[config.mk]
export PLATFORM = sky130hd
export DESIGN_NAME = evt_irq_ctrl
export DESIGN_NICKNAME = d
export VERILOG_FILES = /design/src/rtl/evt_irq_pkg.sv /design/src/rtl/evt_irq_regs.sv /design/src/rtl/evt_irq_cause.sv /design/src/rtl/evt_irq_fsm.sv /design/src/rtl/evt_irq_ctrl.sv
export SDC_FILE = /design/constraint.sdc
export NUM_CORES = 1
export LEC_CHECK = 0
export BUFFER_PORTS_ARGS = -buffer_cell sky130_fd_sc_hd__clkbuf_2
export CAP_MARGIN = 30
export CELL_PAD_IN_SITES_DETAIL_PLACEMENT = 1
export CELL_PAD_IN_SITES_GLOBAL_PLACEMENT = 1
export CORE_MARGIN = 1.5
export CORE_UTILIZATION = 44
export DETAILED_ROUTE_END_ITERATION = 7
export HOLD_SLACK_MARGIN = 0.1
export PLACE_DENSITY_LB_ADDON = 0.1
export SLEW_MARGIN = 20
export SYNTH_ARGS = -nofsm -noshare
export SYNTH_HDL_FRONTEND = slang
export SYNTH_SLANG_ARGS = --single-unit
[constraint.sdc]
create_clock -name clk -period 6.2 [get_ports clk]
set_input_delay 1.86 -clock clk [delete_from_list [all_inputs] [get_ports clk]]
set_output_delay 1.86 -clock clk [all_outputs]
set_load 0.005 [all_outputs]
[src/rtl/evt_irq_pkg.sv]
package evt_irq_pkg;

    typedef enum logic {
        IRQ_QUIET  = 1'b0,
        IRQ_RAISED = 1'b1
    } irq_state_e;

    localparam int unsigned DEF_CAUSE_OFS = 32'h50;
    localparam int unsigned DEF_MASK_OFS  = 32'h54;

endpackage

[src/rtl/evt_irq_regs.sv]
module evt_irq_regs #(
    parameter int unsigned NUM_SRC   = 32,
    parameter int unsigned ADDR_W    = 8,
    parameter int unsigned DATA_W    = 32,
    parameter int unsigned CAUSE_OFS = 32'h50,
    parameter int unsigned MASK_OFS  = 32'h54
) (
    input  logic               clk,
    input  logic               rst_n,
    input  logic [ADDR_W-1:0]  reg_addr,
    input  logic               reg_we,
    input  logic [DATA_W-1:0]  reg_wdata,
    input  logic [NUM_SRC-1:0] cause_q,
    output logic               cause_we,
    output logic [NUM_SRC-1:0] cause_wval,
    output logic [NUM_SRC-1:0] mask_q,
    output logic [DATA_W-1:0]  reg_rdata
);
    localparam logic [ADDR_W-1:0] A_CAUSE = ADDR_W'(CAUSE_OFS);
    localparam logic [ADDR_W-1:0] A_MASK  = ADDR_W'(MASK_OFS);

    logic hit_cause;
    logic hit_mask;

    always_comb begin
        hit_cause = (reg_addr == A_CAUSE);
        hit_mask  = (reg_addr == A_MASK);
    end

    always_comb begin
        cause_we   = reg_we && hit_cause;
        cause_wval = reg_wdata[NUM_SRC-1:0];
    end

    always_ff @(posedge clk) begin
        if (!rst_n) begin
            mask_q <= '0;
        end else if (reg_we && hit_mask) begin
            mask_q <= reg_wdata[NUM_SRC-1:0];
        end
    end

    always_comb begin
        reg_rdata = '0;
        if (hit_cause) begin
            reg_rdata = DATA_W'(cause_q);
        end else if (hit_mask) begin
            reg_rdata = DATA_W'(mask_q);
        end
    end

endmodule

[src/rtl/evt_irq_cause.sv]
module evt_irq_cause #(
    parameter int unsigned NUM_SRC = 32
) (
    input  logic               clk,
    input  logic               rst_n,
    input  logic [NUM_SRC-1:0] evt_i,
    input  logic               cause_we,
    input  logic [NUM_SRC-1:0] cause_wval,
    output logic [NUM_SRC-1:0] cause_q
);
    logic [NUM_SRC-1:0] evt_prev;
    logic [NUM_SRC-1:0] evt_rise;

    always_ff @(posedge clk) begin
        if (!rst_n) begin
            evt_prev <= '0;
        end else begin
            evt_prev <= evt_i;
        end
    end

    always_comb begin
        evt_rise = evt_i & ~evt_prev;
    end

    // One storage bit per source; an event edge outranks a software write.
    for (genvar g = 0; g < NUM_SRC; g++) begin : g_bit
        always_ff @(posedge clk) begin
            if (!rst_n) begin
                cause_q[g] <= 1'b0;
            end else if (evt_rise[g]) begin
                cause_q[g] <= 1'b1;
            end else if (cause_we) begin
                cause_q[g] <= cause_wval[g];
            end
        end
    end

endmodule

[src/rtl/evt_irq_fsm.sv]
module evt_irq_fsm
    import evt_irq_pkg::*;
#(
    parameter int unsigned NUM_SRC = 32
) (
    input  logic               clk,
    input  logic               rst_n,
    input  logic [NUM_SRC-1:0] cause_q,
    input  logic [NUM_SRC-1:0] mask_q,
    output logic               irq_o
);
    irq_state_e state_q;
    irq_state_e state_d;
    logic       any_live;

    always_comb begin
        any_live = |(cause_q & mask_q);
    end

    always_ff @(posedge clk) begin
        if (!rst_n) begin
            state_q <= IRQ_QUIET;
        end else begin
            state_q <= state_d;
        end
    end

    always_comb begin
        state_d = state_q;
        unique case (state_q)
            IRQ_QUIET:  if (any_live)  state_d = IRQ_RAISED;
            IRQ_RAISED: if (!any_live) state_d = IRQ_QUIET;
            default:    state_d = IRQ_QUIET;
        endcase
    end

    always_comb begin
        irq_o = (state_q == IRQ_RAISED);
    end

endmodule

[src/rtl/evt_irq_ctrl.sv]
module evt_irq_ctrl #(
    parameter int unsigned NUM_SRC   = 32,
    parameter int unsigned ADDR_W    = 8,
    parameter int unsigned DATA_W    = 32,
    parameter int unsigned CAUSE_OFS = evt_irq_pkg::DEF_CAUSE_OFS,
    parameter int unsigned MASK_OFS  = evt_irq_pkg::DEF_MASK_OFS
) (
    input  logic               clk,
    input  logic               rst_n,
    input  logic [NUM_SRC-1:0] evt_i,
    input  logic [ADDR_W-1:0]  reg_addr,
    input  logic               reg_we,
    input  logic [DATA_W-1:0]  reg_wdata,
    output logic [DATA_W-1:0]  reg_rdata,
    output logic               irq_o
);
    logic [NUM_SRC-1:0] cause_q;
    logic [NUM_SRC-1:0] mask_q;
    logic               cause_we;
    logic [NUM_SRC-1:0] cause_wval;

    evt_irq_regs #(
        .NUM_SRC(NUM_SRC), .ADDR_W(ADDR_W), .DATA_W(DATA_W),
        .CAUSE_OFS(CAUSE_OFS), .MASK_OFS(MASK_OFS)
    ) u_regs (
        .clk(clk), .rst_n(rst_n),
        .reg_addr(reg_addr), .reg_we(reg_we), .reg_wdata(reg_wdata),
        .cause_q(cause_q), .cause_we(cause_we), .cause_wval(cause_wval),
        .mask_q(mask_q), .reg_rdata(reg_rdata)
    );

    evt_irq_cause #(.NUM_SRC(NUM_SRC)) u_cause (
        .clk(clk), .rst_n(rst_n), .evt_i(evt_i),
        .cause_we(cause_we), .cause_wval(cause_wval), .cause_q(cause_q)
    );

    evt_irq_fsm #(.NUM_SRC(NUM_SRC)) u_fsm (
        .clk(clk), .rst_n(rst_n),
        .cause_q(cause_q), .mask_q(mask_q), .irq_o(irq_o)
    );

endmodule

==> results.txt, run 1 <==
The flow ran to the end, and the final reports show no timing, DRC or antenna violations. The routed wirelength normalized by instance count came out at 22.0 um. The final RePlAce weighted congestion is 0.802. Dividing the detail-routed via count by the number of cells gives 6.28. The utilization of the core after routing was 52.7%. The logs give 0.0112 mm^2 for the die footprint and 4403 for the via count of the first global-routing pass. For the total via count in the routed design, the log shows 4293. STA classifies the critical path endpoint as an output pin.

For the buffer levels on the longest clock path, the log shows 2. For this run, the register share of the synthesized area comes to 41.8%. In this run, placement finished with an instance count of 669. In this run the core area contains 37 standard-cell rows. The startpoint class of the critical path was an input pin.

For this run, the number of Yosys warnings is 0. In the routed design, unresolved DRC markers number 0. TritonCTS created 9 clock buffers.

The wire-length estimate of the detail-placed layout is 9660 um. Entering global routing, the biggest net connects 65 pins. In this run the cell area measured after placement is 0.00519 mm^2. The synthesized netlist occupies a cell area of 0.00464 mm^2. The total negative slack is 0 ns.

The final number of hold-violating endpoints was 0; the maximum vdd drop was 105 uV. The path class of the tightest hold or removal check is reg2reg. The slowest stage of the critical path belongs to the cell sky130_fd_sc_hd__nor2_4. The fmax is 172 MHz, and the layout filler cell count is 1222. Broken down by cell family, the worst path's largest delay share belongs to simple AND/OR/NAND/NOR gates. The number of setup buffers added after CTS is 0, and the total setup violations reported at the end of the flow is 0.

The number of violations reported at the end of detailed-routing iteration 0 was 295. The most numerous cell type found on the critical path is sky130_fd_sc_hd__clkbuf_2. The number of pins with negative max-slew slack in the final report is 0.

Max-cap violations in this run came to 0. The number of nets in the synthesized netlist is 547. The time the worst path needs with I/O delays and setup is 5.82 ns, and the delay of the slowest cell on the worst path is 0.70 ns.

Buffers inserted to repair hold after CTS numbered 0. The clock reaches the later pin of the worst-skew pair after 0.36 ns. The width of the die is 106 um, and the worst path buffer plus inverter count is 3.

For the final database, setup skew stands at 0.0124 ns. For the total congestion overflow, the log shows 0. Along the worst path, the maximum fanout reaches 34. TritonCTS built the clock tree.

The flip-flop and latch count after synthesis was 97. For the pin with the worst max-slew slack, the measured transition is 0.884 ns. The design area was 0.00542 mm^2; the share of the synthesized area in the top cell type was 41.8%.

The first-pass GRT wire length came out at 24300 um. The cell leakage power is 0.00196 uW. Endpoint arrival time on the critical path: 3.96 ns. The height of the die works out to 106 um. Clock-pin slew was measured on the worst setup and hold paths at 0.10 ns.

The antenna diode count was 0. The power density over the cells works out to 235 mW/mm^2. The net total in the final layout is 619, and the per-instance average area after synthesis is 9.84 um^2. After technology mapping, the gate count stands at 472. The H-tree depth was 3. Post-route clock period utilization: 93.9%. The floorplan step defined a core boundary enclosing 0.0103 mm^2. Relative to the synthesized area, the layout overhead comes to 16.7%. In the final layout, the share of cells above drive strength 1 is 31.2%. The synthesized design spends more area on one cell type than any other, namely sky130_fd_sc_hd__dfxtp_1.

The critical path goes through clkbuf_2, buf_4, or4b_1, nor2_4, a22o_1, clkbuf_2. Once layout is complete, the cells apart from fillers number 684. The number of gates resized after CTS came out at 0.

Port buffering added 107 buffers. In this run the tightest slew margin relative to its limit is 41.1%. In the global route stage, overall resource usage came out at 27.6%. For the number of routed nets with antenna violations, the log shows 0. For the wire length after detailed routing, the log shows 15000 um. Counting every sink on the clock net gives 97.

In the post-synthesis netlist, the biggest area contributors are sky130_fd_sc_hd__dfxtp_1, sky130_fd_sc_hd__o31ai_2, sky130_fd_sc_hd__a22o_1, sky130_fd_sc_hd__nand4b_1, sky130_fd_sc_hd__o31ai_1. The number of distinct standard cells referenced by the synthesized netlist is 24, and the required time reported for the critical path endpoint is 4.34 ns. The run gives 45.2% as the effective utilization at floorplan. The critical path start-end classification is in2out. In this run the count of I/O pins placed on the die edge is 108. Setup repair after global routing left no endpoint under its margin. The root buffer cell chosen for the clock tree is sky130_fd_sc_hd__clkbuf_8.

The run gives 4 as the number of detailed-route iterations in the first pass. The number of antenna violations at the first check in global routing is 0.
-- power breakdown --
| group | internal, uW | switching (uW) |
|---|---|---|
| clock | 248 | 224 |
| combinational | 53.6 | 75.5 |
| sequential | 650 | 22.3 |
-- routing by layer --
layer | vias to the layer above | track usage [%] | share of wire, %
li1 | 1990 | - | -
met1 | 2131 | 38.7 | 45
met2 | 151 | 43.6 | 48
met3 | 21 | 4.02 | 5.4
met4 | 0 | 8.98 | 1.9
met5 | - | 0 | 0
-- logic make-up (layout without fill, tap and decap cells) --
| group | after synthesis | count (layout) | synth area share, % |
|---|---|---|---|
| and+or+nand+nor | 140 | 140 | 21.6 |
| buffers and inverters | 58 | 134 | 6.39 |
| AOI/OAI and AO/OA | 177 | 177 | 30.2 |
| DFF | 97 | 97 | 41.8 |
-- worst reg2reg max path, cell delays in order (launching register included) --
cell	delay (ns)
sky130_fd_sc_hd__dfxtp_1	0.35
sky130_fd_sc_hd__a22oi_1	0.27
sky130_fd_sc_hd__nand4_1	0.16
sky130_fd_sc_hd__o41a_1	0.44
-- cells in the mapped netlist --
cell,instances
sky130_fd_sc_hd__nor4bb_1,1
sky130_fd_sc_hd__nor4b_2,2
sky130_fd_sc_hd__a22oi_1,16
sky130_fd_sc_hd__nand2b_1,32
sky130_fd_sc_hd__dfxtp_1,97
sky130_fd_sc_hd__nor2_4,2
sky130_fd_sc_hd__inv_2,2
sky130_fd_sc_hd__o31ai_2,30
sky130_fd_sc_hd__clkbuf_1,24
sky130_fd_sc_hd__nand4bb_2,1
sky130_fd_sc_hd__or4b_1,1
sky130_fd_sc_hd__o41a_1,1
sky130_fd_sc_hd__buf_2,9
sky130_fd_sc_hd__buf_4,6
sky130_fd_sc_hd__nand4_1,36
sky130_fd_sc_hd__a21oi_1,32
sky130_fd_sc_hd__a22o_1,32
sky130_fd_sc_hd__a31oi_1,32
sky130_fd_sc_hd__and2_1,32
sky130_fd_sc_hd__buf_1,11
sky130_fd_sc_hd__buf_6,6
sky130_fd_sc_hd__o31ai_1,34
sky130_fd_sc_hd__or4_1,1
sky130_fd_sc_hd__nand4b_1,32
-- layout make-up --
class	count	area, um^2	area share [%]
multi-input cells	317	2450	45.2
flip-flops and latches	97	1940	35.8
repair buffers	117	623	11.5
well taps	136	170	3.14
clock buffers	11	151	2.79
clock inverters	4	76.3	1.41
inverters	2	7.51	0.139
-- placed cells by master, fill, tap and decap left out, drive strengths merged, types with 10 or more instances in the layout --
cell type,synthesis,layout
a22o,32,32
nand4,36,36
a31oi,32,32
clkbuf,24,118
dfxtp,97,97
a22oi,16,16
buf,32,10
and2,32,32
nand4b,32,32
a21oi,32,32
nand2b,32,32
o31ai,64,64
-- state kept, by name, summed over array words and instances, names as in the netlist --
| name | cells |
|---|---|
| u_cause.cause_q | 32 |
| u_cause.evt_prev | 32 |
| u_regs.mask_q | 32 |
| u_fsm.irq_o | 1 |
-- path summary, 6_finish.rpt --
check / start / to / slack [ns] / cells past startpoint
min reg2reg: u_regs.mask_q[6]$_SDFFE_PN0P_ / u_regs.mask_q[6]$_SDFFE_PN0P_ / 0.50 / 2
min: u_regs.mask_q[6]$_SDFFE_PN0P_ / u_regs.mask_q[6]$_SDFFE_PN0P_ / 0.50 / 2
max: reg_addr[2] / reg_rdata[10] / 0.38 / 6
max reg2reg: u_cause.cause_q[2]$_SDFFE_PN0P_ / u_fsm.irq_o$_SDFF_PN0_ / 4.86 / 3
-- per-stage QoR --
stage	setup slack [ns]	power, uW	hold WS (ns)
floorplan	1.37	752	0.461
global placement	0.458	809	0.473
detailed placement	0.409	815	0.482
CTS	0.408	1280	0.495
global route	0.342	1320	0.523
finish	0.376	1270	0.495
Power figures use the tool's default switching activity.
==> inputs of run 2 (changes only) <==
Settings changed: CORE_UTILIZATION 44 to 46, CTS_BUF_LIST set to sky130_fd_sc_hd__clkbuf_8.
==> run 2 against run 1 <==
  * Global-route usage rose by 0.54 points
  * Largest power group unchanged
  * Non-clock buffer count rose by 3
  * Combinational power barely moved
  * Clock power fell by 4%
  * Largest cell class unchanged
==> results.txt, run 2 (synthesized netlist as in run 1, its figures left out) <==
For the first-pass GRT wire length, the log shows 22800 um. In this run the deepest clock path goes through 2 buffers. Once layout is complete, the cells apart from fillers number 685. The run gives 14700 um as the wire length after detailed routing. The cell leakage power came out at 0.00198 uW. The type of the most critical hold path is reg2reg.

The number of clock sinks is 97, and the fraction of layout cells with a size suffix above 1 is 31.5%. For the effective utilization at floorplan, the log shows 47.5%. met2 is the most crowded layer. The half-perimeter wire length of the detailed placement result is 9760 um. Summing all flip-flop and latch instances after layout gives 0.00194 mm^2. For this run, global-route usage on met1 was measured as 38.3%.

Setup repair after global routing left no endpoint under its margin. The logs give 41.4% for the worst slew margin relative to its limit and 0 for the number of routed nets with antenna violations. The met2 global-route usage was 44.8%. The utilization of the core after routing is 55.7%, and the power density over the cells is 231 mW/mm^2. The run gives 0.0100 ns as the final setup skew. The critical path start-end classification is in2out. The first TritonRoute pass finished after 5 iterations.

The tightest hold path in the finished design has a slack of 0.498 ns. The width of the die was 103 um. Static timing analysis puts the maximum clock frequency at 175 MHz. The die is 103 um tall. Leaving out fill and tap cells, the most frequent cells in the layout are sky130_fd_sc_hd__clkbuf_2, sky130_fd_sc_hd__dfxtp_1, sky130_fd_sc_hd__nand4_1. Of all nets on the critical path, the largest fanout is 32. The final number of hold-violating endpoints is 0.

Pin placement for this block handled 108 I/O pins. The library cell used most frequently in the layout, excluding fill and tap cells, is sky130_fd_sc_hd__clkbuf_2. TritonCTS built the clock tree. STA classifies the critical path startpoint as an input pin. The logs give 0.00245 mm^2 for the total area of multi-input combinational cells and 0.37 ns for the later-pin clock latency in the skew report.

In this run the post-CTS setup repair buffer count came out at 0. Entering global routing, the biggest net connects 65 pins. Global routing consumed, over all layers together, 28.2% of the routing resources. The tools report the number of antenna violations at the first check in global routing as 0.

Number of I/O port buffers: 107. The logs give 0 for the total setup violations reported at the end of the flow and 0 for the number of DRC violations after detailed routing. Summed over all layers, the global routing overflow is 0. Clock tree synthesis inserted a total of 9 buffers.

The maximum vdd drop is 128 uV, and the total via count in the routed design is 4265. 0 antenna diodes ended up in the layout. The H-tree depth is 3, and the relative area change from synthesis to final layout is 17.2%.

Across the run, the number of max-cap violations was 0. The routed wirelength normalized by instance count works out to 21.5 um. The largest registers in the layout are u_cause.cause_q x32, u_cause.evt_prev x32, u_regs.mask_q x32.

In the finished design, the share of the clock period the worst path needs comes to 92.2%. The layout filler cell count is 1164. The tools report the core area as 0.00977 mm^2. The worst setup path is captured at an output pin.

The number of gates resized after CTS is 0. Cell row count: 36. The logs give 4268 for the via count of the first global-routing pass and 173 for the number of violations reported at the end of detailed-routing iteration 0. The clock period could shrink to 5.72 ns.

Summed over all failing endpoints, the final setup total negative slack is 0 ns. Pin slew with the least headroom to its limit: 0.879 ns. After detailed routing, the number of vias per cell comes to 6.23. The endpoint arrival time on the critical path is 3.86 ns.

After clock tree synthesis, the clock-pin slew on the worst setup and hold paths is 0.09 ns. The die footprint was 0.0107 mm^2; the met3 global-route usage was 3.02%. After detailed placement, the design holds a cell count of 669.

Buffers inserted to repair hold after CTS numbered 0. The number of pins with negative max-slew slack in the final report is 0, and the required time reported for the critical path endpoint is 4.34 ns. The final RePlAce weighted congestion came out at 0.877. Root buffer cell: sky130_fd_sc_hd__clkbuf_8.

At the end of the flow, the number of nets in the layout was 622. The run finished with clean final reports.
-- run 2: cell count changes in the layout (fill, tap and decap cells not counted) --
cell and delta:
sky130_fd_sc_hd__buf_4 +2, sky130_fd_sc_hd__buf_12 +1, sky130_fd_sc_hd__clkinv_4 +1, sky130_fd_sc_hd__inv_1 +1, sky130_fd_sc_hd__clkinvlp_4 -1, sky130_fd_sc_hd__clkinv_2 +1, sky130_fd_sc_hd__inv_6 +1, sky130_fd_sc_hd__clkbuf_8 -2
-- run 2: layer usage --
layer,up-vias,wire [um]
met4,0,412
li1,1998,-
met2,151,7000
met1,2088,6580
met5,-,0
met3,28,733
-- run 2: worst max-delay path, stage by stage --
cell,delay [ns]
sky130_fd_sc_hd__clkbuf_2,0.32
sky130_fd_sc_hd__buf_4,0.28
sky130_fd_sc_hd__or4b_1,0.53
sky130_fd_sc_hd__nor2_4,0.10
sky130_fd_sc_hd__buf_4,0.35
sky130_fd_sc_hd__a22o_1,0.26
sky130_fd_sc_hd__clkbuf_2,0.14
-- run 2: power breakdown --
| group | leakage, uW | switching, uW | internal [uW] |
|---|---|---|---|
| combinational | 0.00107 | 75.7 | 55.3 |
| sequential | 0.000800 | 22.3 | 650 |
| clock | 0.000115 | 227 | 228 |
-- run 2: worst paths after layout --
kind                                         start  cells after the start                             end  slack [ns]
hold / removal      u_regs.mask_q[30]$_SDFFE_PN0P_                      2  u_regs.mask_q[30]$_SDFFE_PN0P_        0.50
setup reg to reg  u_cause.cause_q[31]$_SDFFE_PN0P_                      3          u_fsm.irq_o$_SDFF_PN0_        4.87
setup / recovery                       reg_addr[2]                      7                    reg_rdata[3]        0.48
hold reg to reg     u_regs.mask_q[30]$_SDFFE_PN0P_                      2  u_regs.mask_q[30]$_SDFFE_PN0P_        0.50
-- run 2: cell type report --
class                      count  area share [%]
inverter                       2           0.138
clock buffer                   9            2.28
sequential                    97            35.7
timing repair buffer         120            12.1
clock inverter                 7            1.75
multi-input combinational    317            45.0
tap                          133            3.06
-- run 2: metrics by stage --
stage | setup slack [ns] | total power, uW | instance area (um^2)
finish | 0.482 | 1260 | 5440
CTS | 0.526 | 1270 | 5440
detailed placement | 0.523 | 817 | 5220
floorplan | 1.37 | 752 | 4640
global placement | 0.598 | 809 | 5180
global route | 0.427 | 1310 | 5440
==> inputs of run 3 (changes only) <==
Settings changed: CORE_UTILIZATION 46 to 45, SYNTH_HIERARCHICAL set to 1.
==> run 3 against run 2 <==
  * Hold slack worse by 0.017 ns
  * Combinational power down 16%
  * Utilization down 3.6 points
  * Worst setup slack better by 0.82 ns
  * Maximum frequency up 17%
  * Sequential power down 0.7%
  * Critical path type unchanged
  * Largest power group unchanged
==> results.txt, run 3 <==
TritonCTS created 9 clock buffers. In this run the worst hold path is classified as reg2reg. For this run, the slowest stage of the critical path takes 0.45 ns.

The flow ran to the end, and the final reports show no timing, DRC or antenna violations. The analysis attributes to cell leakage a power of 0.00236 uW. The most common cell after layout, fill and taps aside was sky130_fd_sc_hd__clkbuf_2. The start point of the critical path is reg_addr[2].

The final RePlAce weighted congestion came out at 0.742. The run gives 0 as the number of pins with negative max-slew slack in the final report. After filler insertion, the fill cell instance count of the layout stands at 1181. The later pin in the worst-skew pair is clocked with a latency of 0.37 ns. By area the synthesized netlist is led by sky130_fd_sc_hd__dfxtp_1, sky130_fd_sc_hd__mux2i_1, sky130_fd_sc_hd__buf_4, sky130_fd_sc_hd__nand2_1, sky130_fd_sc_hd__a21boi_1.

The total congestion overflow is 0, and the final cell count without fillers is 673. In this run the vertical extent of the chip is 104 um. Sequential elements use 42.5% of the synthesized area. In this run the count of I/O pins placed on the die edge is 108. TritonCTS built the clock tree. The number of antenna violations at the first check in global routing is 0, and the relative area change from synthesis to final layout is 11.9%.

The most used flip-flop cell after synthesis is sky130_fd_sc_hd__dfxtp_1. In this run the worst setup path terminates at reg_rdata[31]. In the finished design, the share of the clock period the worst path needs comes to 79.0%.

Entering global routing, the biggest net connects 78 pins. In this run the cell area of the synthesized design comes to 0.00457 mm^2. Buffer levels on the longest clock path: 2. Once detailed placement completed, the half-perimeter wirelength came to 8010 um.

The tools report the H-tree depth as 3. The cell repeated most along the worst path is sky130_fd_sc_hd__clkbuf_2. In this run the tightest slew margin relative to its limit is 43.0%. In the routed design, unresolved DRC markers number 0. The logs give 4 for the number of detailed-route iterations in the first pass and 117 uV for the maximum vdd drop.

The floorplan has 36 rows. Gates resized during post-CTS repair numbered 0. The fmax came out at 204 MHz.

By count the netlist is led by sky130_fd_sc_hd__dfxtp_1, sky130_fd_sc_hd__mux2i_1, sky130_fd_sc_hd__nand2_1. The effective utilization at floorplan was 46.5%. In this run, distinct cell masters in the synthesized netlist total 21. Launching point of the worst reg2reg path: u_cause/cause_q[19]$_SDFFE_PN0P_. Setup repair after global routing left no endpoint under its margin.

Along the worst path, the maximum fanout reaches 19. The final number of hold-violating endpoints is 0. The average vias per placed instance was 5.03; the number of nets in the synthesized netlist was 546. The width of the die was 104 um; the power density over the cells was 230 mW/mm^2. By startpoint and endpoint, the worst setup path is classified as in2out. Buffers inserted to repair hold after CTS numbered 0.

The count of maximum capacitance violations was 0. The root buffer cell chosen for the clock tree is sky130_fd_sc_hd__clkbuf_8. The flop-to-flop setup slack came out at 4.93 ns.

The number of violations reported at the end of detailed-routing iteration 0 is 121. The number of setup buffers added after CTS came out at 0. Yosys printed 6 warnings. The die footprint was 0.0108 mm^2. Via count of the first global-routing pass: 3616. Measured in cells, the most critical reg-to-reg path has a length of 3.

The largest registers in the layout are u_cause/cause_q x32, u_cause/evt_prev x32, u_regs/mask_q x32. The final layout contains routed wiring with a total length of 11200 um. STA classifies the critical path endpoint as an output pin. 0 antenna diodes ended up in the layout.

Async set-reset flop share out of synthesis: 0%. The number of I/O port buffers was 107. The synthesized netlist cell count was 471; the final setup skew was 0.0121 ns. Data on the critical path arrives at its endpoint at 3.04 ns. The tools report the number of routed nets with antenna violations as 0.

Of all cell types, the one taking the most synthesized area is sky130_fd_sc_hd__dfxtp_1. The total setup violations reported at the end of the flow is 0, and the total via count in the routed design is 3383. After floorplanning, the core was sized to cover 0.00982 mm^2. For this run, the post-layout net count is 610. Dividing the detail-routed wire length by the instance count gives 16.6 um. Data on the critical path is required at its endpoint by 4.34 ns. The largest individual stage delay along the critical path comes from the cell sky130_fd_sc_hd__clkbuf_2. The average instance in the mapped netlist occupies 9.70 um^2. The design draws 1180 uW. The first global-routing pass estimated 18300 um of wire.

In the final layout, the share of cells above drive strength 1 is 24.8%. At the pin with the least slew margin, the transition time is 0.854 ns. The number of clock sinks is 97. The number of flops mapped to enable cells by yosys came out at 0.

The leading cell type by number of instances after synthesis is sky130_fd_sc_hd__dfxtp_1. The number of instances in the placed design was 657. The library cells used most frequently in the layout, excluding fill and tap cells, are sky130_fd_sc_hd__clkbuf_2, sky130_fd_sc_hd__dfxtp_1, sky130_fd_sc_hd__mux2i_1. For the finished layout, the period the worst path requires is 4.90 ns.

The share of the synthesized area in the top cell type was 42.5%. The endpoint of the lowest-slack register-to-register path is u_fsm/irq_o$_SDFF_PN0_. STA classifies the critical path startpoint as an input pin.

Traced cell by cell, the critical path runs through clkbuf_2, buf_12, mux2i_1, nor2_1, clkbuf_2. Clock-pin slew was measured on the worst setup and hold paths at 0.10 ns. Global routing used 21.5% of the available tracks across all layers.

The flip-flop and latch count after synthesis was 97; the total negative slack was 0 ns.
-- run 3: changes by cell type after synthesis, moves of 11 or more --
cell | before | now
sky130_fd_sc_hd__nor2_1 | 0 | 32
sky130_fd_sc_hd__a22o_1 | 32 | 0
sky130_fd_sc_hd__nand4b_1 | 32 | 0
sky130_fd_sc_hd__a21boi_1 | 0 | 30
sky130_fd_sc_hd__o31ai_1 | 34 | 0
sky130_fd_sc_hd__a31oi_1 | 32 | 0
sky130_fd_sc_hd__buf_1 | 11 | 0
sky130_fd_sc_hd__nand4_1 | 36 | 4
sky130_fd_sc_hd__a21oi_1 | 32 | 0
sky130_fd_sc_hd__mux2i_1 | 0 | 96
sky130_fd_sc_hd__o31ai_2 | 30 | 0
sky130_fd_sc_hd__buf_4 | 6 | 33
sky130_fd_sc_hd__nand2_1 | 0 | 65
-- run 3: cell families (layout without fill, tap and decap cells) --
kind of cell	Yosys count	in the layout	share of synthesized area, %
AOI/OAI and AO/OA	49	49	8.25
buffers and inverters	60	129	9.48
DFF	97	97	42.5
muxes	96	96	21.0
and+or+nand+nor	169	169	18.7
-- run 3: layout make-up --
type | instances | area (um^2) | share of cell area, %
flip-flops and latches | 97 | 1940 | 38.0
clock inverters | 4 | 26.3 | 0.514
well taps | 133 | 166 | 3.26
multi-input cells | 314 | 2200 | 43.0
repair buffers | 113 | 616 | 12.0
clock buffers | 12 | 165 | 3.23
-- run 3: worst min path at each step --
stage	startpoint	endpoint	slack, ns	cells past startpoint
after floorplan	u_regs/mask_q[17]$_SDFFE_PN0P_	u_regs/mask_q[17]$_SDFFE_PN0P_	0.45	2
after global placement	u_regs/mask_q[17]$_SDFFE_PN0P_	u_regs/mask_q[17]$_SDFFE_PN0P_	0.46	2
after detailed placement	u_cause/evt_prev[21]$_SDFF_PN0_	u_cause/cause_q[21]$_SDFFE_PN0P_	0.48	2
after CTS	u_cause/evt_prev[9]$_SDFF_PN0_	u_cause/cause_q[9]$_SDFFE_PN0P_	0.48	2
after global routing	u_cause/evt_prev[9]$_SDFF_PN0_	u_cause/cause_q[9]$_SDFFE_PN0P_	0.50	2
final	u_cause/evt_prev[9]$_SDFF_PN0_	u_cause/cause_q[9]$_SDFFE_PN0P_	0.48	2
-- run 3: through the flow --
stage	utilization, %	hold WS [ns]	setup WS (ns)	cell area (um^2)
2_1_floorplan	-	0.451	1.63	4570
3_3_place_gp	49.6	0.461	1.08	4870
3_5_place_dp	50.1	0.478	1.30	4920
4_1_cts	52.1	0.484	1.30	5110
5_1_grt	52.1	0.495	1.23	5110
6_report	52.1	0.481	1.30	5110
-- run 3: worst max-delay path, delay by kind of cell --
family	cells	cell delay, ns
buffers and inverters	3	0.84
multiplexers	1	0.25
AND/OR/NAND/NOR	1	0.06
-- run 3: per-layer routing --
metal	GRT usage, %	vias to the layer above	share of wire (%)
li1	-	1673	-
met1	26.6	1627	46
met5	0	-	0
met2	37.7	73	49
met3	3.46	10	3.3
met4	7.64	0	1.3
-- run 3: power by group --
group | switching [uW] | total, uW | internal, uW
logic | 53.9 | 110 | 56.2
clock network | 220 | 398 | 178
registers | 17.5 | 668 | 650
total | 292 | 1180 | 885
